===== config.mk =====
export PLATFORM = sky130hd
export DESIGN_NAME = ext_trig_unit
export DESIGN_NICKNAME = d
export VERILOG_FILES = /design/src/rtl/trig_pkg.sv /design/src/rtl/trig_sync.sv /design/src/rtl/trig_debounce.sv /design/src/rtl/trig_edge.sv /design/src/rtl/ext_trig_unit.sv
export SDC_FILE = /design/constraint.sdc
export NUM_CORES = 1
export LEC_CHECK = 0
export CAP_MARGIN = 20
export CORE_MARGIN = 2
export CORE_UTILIZATION = 38
export CTS_CLUSTER_SIZE = 12
export DETAILED_ROUTE_END_ITERATION = 10
export PLACE_DENSITY = 0.82
export RECOVER_POWER = 100
export SYNTH_ARGS = -nofsm -noshare
export SYNTH_HDL_FRONTEND = slang
export SYNTH_SLANG_ARGS = --single-unit

===== constraint.sdc =====
create_clock -name clk -period 1.6 [get_ports clk]
set_input_delay 0.32 -clock clk [delete_from_list [all_inputs] [get_ports clk]]
set_output_delay 0.32 -clock clk [all_outputs]
set_load 0.01 [all_outputs]

===== src/rtl/trig_pkg.sv =====
package trig_pkg;
  typedef enum logic [1:0] {
    EDGE_FALL = 2'b00,
    EDGE_RISE = 2'b01,
    EDGE_BOTH = 2'b10,
    EDGE_NONE = 2'b11
  } edge_mode_e;
endpackage


===== src/rtl/trig_sync.sv =====
module trig_sync #(
  parameter int STAGES = 2
) (
  input  logic clk,
  input  logic rst,
  input  logic din,
  output logic dout
);
  logic [STAGES-1:0] chain_q;

  generate
    if (STAGES == 1) begin : g_single
      always_ff @(posedge clk) begin
        if (rst) chain_q <= '0;
        else     chain_q <= din;
      end
    end else begin : g_multi
      always_ff @(posedge clk) begin
        if (rst) chain_q <= '0;
        else     chain_q <= {chain_q[STAGES-2:0], din};
      end
    end
  endgenerate

  assign dout = chain_q[STAGES-1];
endmodule


===== src/rtl/trig_debounce.sv =====
module trig_debounce #(
  parameter int LEN = 3
) (
  input  logic clk,
  input  logic rst,
  input  logic din,
  output logic lvl_q
);
  localparam int CW = $clog2(LEN + 1);
  localparam logic [CW-1:0] LAST = CW'(LEN - 1);

  logic [CW-1:0] run_q;

  always_ff @(posedge clk) begin
    if (rst) begin
      lvl_q <= 1'b0;
      run_q <= '0;
    end else if (din == lvl_q) begin
      run_q <= '0;
    end else if (run_q == LAST) begin
      lvl_q <= din;
      run_q <= '0;
    end else begin
      run_q <= run_q + 1'b1;
    end
  end


  db_follow_chk: assert property (@(posedge clk) disable iff (rst)
    !$stable(lvl_q) |-> (lvl_q == $past(din)));


  db_run_bound_chk: assert property (@(posedge clk) disable iff (rst)
    run_q <= LAST);
endmodule


===== src/rtl/trig_edge.sv =====
module trig_edge
  import trig_pkg::*;
(
  input  logic       clk,
  input  logic       rst,
  input  logic       lvl,
  input  logic [1:0] edge_sel,
  output logic       hit
);
  logic prev_q;
  logic rose, fell;

  always_ff @(posedge clk) begin
    if (rst) prev_q <= 1'b0;
    else     prev_q <= lvl;
  end

  assign rose = lvl & ~prev_q;
  assign fell = ~lvl & prev_q;

  always_comb begin
    unique case (edge_mode_e'(edge_sel))
      EDGE_FALL: hit = fell;
      EDGE_RISE: hit = rose;
      EDGE_BOTH: hit = rose | fell;
      default:   hit = 1'b0;
    endcase
  end


  none_code_chk: assert property (@(posedge clk) disable iff (rst)
    (edge_sel == 2'b11) |-> !hit);
endmodule


===== src/rtl/ext_trig_unit.sv =====
module ext_trig_unit #(
  parameter int CNT_W       = 24,
  parameter int SYNC_STAGES = 2,
  parameter int DB_LEN      = 3
) (
  input  logic             clk,
  input  logic             rst,
  input  logic [CNT_W-1:0] cnt_val,
  input  logic             trig_pin,
  input  logic             pin_en,
  input  logic             rst_sel,
  input  logic [1:0]       edge_sel,
  input  logic             db_en,
  input  logic             irq_en,
  input  logic             flag_clr,
  output logic [CNT_W-1:0] cap_val,
  output logic             cnt_rst_req,
  output logic             ext_flag,
  output logic             ext_irq
);
  logic pin_s, pin_db, pin_lvl, edge_hit;
  logic cap_hit, rst_hit, flag_nx;

  trig_sync #(.STAGES(SYNC_STAGES)) u_sync (
    .clk(clk), .rst(rst), .din(trig_pin), .dout(pin_s)
  );

  trig_debounce #(.LEN(DB_LEN)) u_db (
    .clk(clk), .rst(rst), .din(pin_s), .lvl_q(pin_db)
  );

  assign pin_lvl = db_en ? pin_db : pin_s;

  trig_edge u_edge (
    .clk(clk), .rst(rst), .lvl(pin_lvl), .edge_sel(edge_sel), .hit(edge_hit)
  );

  assign cap_hit = pin_en & edge_hit & ~rst_sel;
  assign rst_hit = pin_en & edge_hit & rst_sel;
  assign flag_nx = cap_hit | (ext_flag & ~flag_clr);

  always_ff @(posedge clk) begin
    if (rst) begin
      cap_val     <= '0;
      cnt_rst_req <= 1'b0;
      ext_flag    <= 1'b0;
      ext_irq     <= 1'b0;
    end else begin
      if (cap_hit) cap_val <= cnt_val;
      cnt_rst_req <= rst_hit;
      ext_flag    <= flag_nx;
      ext_irq     <= flag_nx & irq_en;
    end
  end


  pin_ignore_chk: assert property (@(posedge clk) disable iff (rst)
    (!pin_en && !ext_flag) |=> (!ext_flag && !cnt_rst_req));


  rst_mode_chk: assert property (@(posedge clk) disable iff (rst)
    cnt_rst_req |-> ($past(rst_sel) && $stable(cap_val)));


  set_wins_chk: assert property (@(posedge clk) disable iff (rst)
    cap_hit |=> ext_flag);


  flag_clear_chk: assert property (@(posedge clk) disable iff (rst)
    (flag_clr && !cap_hit) |=> !ext_flag);


  irq_gate_chk: assert property (@(posedge clk) disable iff (rst)
    ext_irq |-> ext_flag);
endmodule


==> out/metrics.cfg, run 1 <==
[status]
outcome=finished clean

[finish]
nets=250
fillerInstances=319
seq_area_um2=663
multi_input_area_um2=754
stdcell_count=262
drive_gt1_share_pct=13.1
area_growth_pct=55.7
post-route-util_pct=62.1
n_antenna_cell=0

[synthesis]
synth_cell_types=20
syn_area_per_cell_um2=10.2
yosysWarnings=0
synth_top_area_share_pct=44.9
synth_seq_cells=33
synth_seq_area_share_pct=44.9
synth_most_common_cell=nand2b_1
synth.area.top_cells=dfxtp_1 (45%), nand2b_1 (21%), mux2i_1 (18%)
postSynth.topFlopCell=dfxtp_1
synth_cells=144
synth-edff-count=0
synth_top_area_cell=dfxtp_1
synth_area_mm2=0.00147
synth_fp_nets=181
synthArstFlopShare_pct=0
synth_common_cells=nand2b_1 (50), dfxtp_1 (33), mux2i_1 (27)

[timing]
finalHoldViolations=0
setup_viol=0
finalCritPeriodShare_pct=97.0
finalClockSkew_ns=0.00481
rsz0062_at_grt=yes
fmax_mhz=644
slew_violations=0
worst_slew_pin_slew_ns=0.200
maxSlewHeadroom_pct=86.4
period_minus_slack_ns=1.55

[route]
vias=1152
drt_iter0_drc=25
drc=0
top_layer=met4
dr.pass1.iters=4
vias_per_cell=4.40
wire_per_inst_um=10.9
final_antenna_net_count=0
met3_length_um=211
drt-total-wl_um=2860
met1Wirelength_um=1250
wl_met2_um=1360

[critical_path]
end_kind=register
required_ns=1.81
arrival_ns=1.76
crit_fanout=7
start_kind=register
crit_type=register to register

[clocking]
clockBufferDepth=2
clkTransAtPathRegs_ns=0.07
clk_latency_ns=0.28
numCtsBuffers=5
cts_tree=yes
ctsRootBufferMaster=clkbuf_8
htree_levels=2
cts_sinks=33

[floorplan]
initial_utilization_pct=39.9
ioPinCount=61
die_y_um=66.2
fp.coreArea_mm2=0.00369
rows=22
die_area_mm2=0.00438
die_w_um=66.2

[grt]
grt_antenna_before_repair=0
grt_max_degree=27
grt_pass1_vias=1110
grt_overflow_total=0
grt_pass1_wl_um=4890
grt_usage_pct=14.8

[power_and_ir_drop]
p_per_area_mw_per_mm2=708
peakVddDrop_mv=0.480
p_leak_nw=1.03

[placement]
dp_cells=250
finalWeightedCongestion=0.643
io_buffers=60
dp.final_hpwl_um=1980

[run]
max_cap_violations=0

[hold_path]
hold_path_class=register to register

==> stage by stage <==
step           setup TNS [ns]  setup slack [ns]  power, W  instance area, µm²  hold WS, ns
6_report                    0            0.0481   0.00162                2290        0.409
3_5_place_dp           -15.75            -0.627   0.00103                2130        0.404
2_1_floorplan         -0.0888          -0.00537  0.000923                1490        0.391
3_3_place_gp           -14.73            -0.570   0.00103                2130        0.402
4_1_cts                     0           0.00644   0.00165                2270        0.414
5_1_grt                -0.697           -0.0744   0.00170                2290        0.431
==> power by group <==
group | internal (W) | total [W] | switching, W | leakage (nW)
logic | 0.000126 | 0.000182 | 0.0000560 | 0.714
registers | 0.000830 | 0.000834 | 0.00000404 | 0.267
clock network | 0.000300 | 0.000605 | 0.000305 | 0.0439
total | 0.00126 | 0.00162 | 0.000365 | 1.03
==> per-layer routing <==
layer  GRT usage (%)  vias to the layer above
met3            6.13                        4
met5               0                        -
met1            16.9                      510
met4            6.12                        0
met2            24.3                       40
li1                -                      598
==> layout by cell type, fill, tap and decap left out, types with 2 or more instances in the layout <==
cell	n
inv_1	4
dfxtp_2	2
dfxtp_1	31
o21ai_0	2
buf_6	4
clkdlybuf4s50_1	49
clkbuf_8	5
a21oi_1	2
buf_4	6
nand2b_1	50
ha_1	2
dlygate4sd3_1	10
clkinv_2	2
mux2i_1	25
nor2b_1	2
nor2_1	4
==> registers in the layout (all words and copies together), names as in the netlist <==
| signal | count |
|---|---|
| cap_val | 24 |
| cnt_rst_req | 1 |
| ext_flag | 1 |
| ext_irq | 1 |
| u_db.lvl_q | 1 |
| u_db.run_q | 2 |
| u_edge.prev_q | 1 |
| u_sync.chain_q | 2 |
==> logic make-up (layout without fill, tap and decap cells) <==
kind of cell | Yosys count | after routing | share of synthesized area [%]
AO/OA/AOI/OAI | 5 | 5 | 1.87
XOR/XNOR | 1 | 1 | 0.596
adder cells (fa/ha/maj) | 3 | 3 | 2.55
buffers and inverters | 14 | 84 | 5.96
flip-flops | 33 | 33 | 44.9
multiplexers | 27 | 27 | 18.4
AND/OR/NAND/NOR | 61 | 61 | 25.7
==> cell type report <==
| type | instances | share of cell area, % |
|---|---|---|
| multi-input combinational | 97 | 33.0 |
| timing repair buffer | 71 | 30.9 |
| sequential | 33 | 29.0 |
| clock buffer | 5 | 3.01 |
| tap | 48 | 2.62 |
| inverter | 5 | 0.820 |
| clock inverter | 3 | 0.765 |
==> critical path: stages (launching register included) <==
cell	delay, ns
dfxtp_2	0.34
mux2i_4	0.16
inv_1	0.06
ha_2	0.17
inv_2	0.07
nor4b_4	0.04
a22oi_2	0.17
buf_6	0.15
buf_8	0.13
mux2i_1	0.19
==> path summary, 6_finish.rpt <==
| check | start | end | cells past startpoint | slack [ns] |
|---|---|---|---|---|
| setup reg to reg | u_sync.chain_q[1] | cap_val[11] | 9 | 0.05 |
| hold reg to reg | u_db.run_q[0] | u_db.run_q[0] | 1 | 0.41 |
| setup / recovery | u_sync.chain_q[1] | cap_val[11] | 9 | 0.05 |
| hold / removal | u_db.run_q[0] | u_db.run_q[0] | 1 | 0.41 |
==> what timing repair did <==
action                                  in CTS  in global routing
endpoints found under the setup margin      27                 26
pin swaps                                    2                  2
gates resized for setup                     14                  2
buffers inserted                             1                  1
hold buffers                                 0                  0
cloned                                       2                  0
No activity file was read; power rests on OpenSTA's default activity.
==> run 2: changes to the inputs <==
--- a/config.mk
+++ b/config.mk
@@ -5,6 +5,7 @@
 export SDC_FILE = /design/constraint.sdc
 export NUM_CORES = 1
 export LEC_CHECK = 0
+export ABC_CLOCK_PERIOD_IN_PS = 1600
 export CAP_MARGIN = 20
 export CORE_MARGIN = 2
 export CORE_UTILIZATION = 38
==> results of run 2 <==
No change in the layout: final DEF, timing and power equal those of run 1.
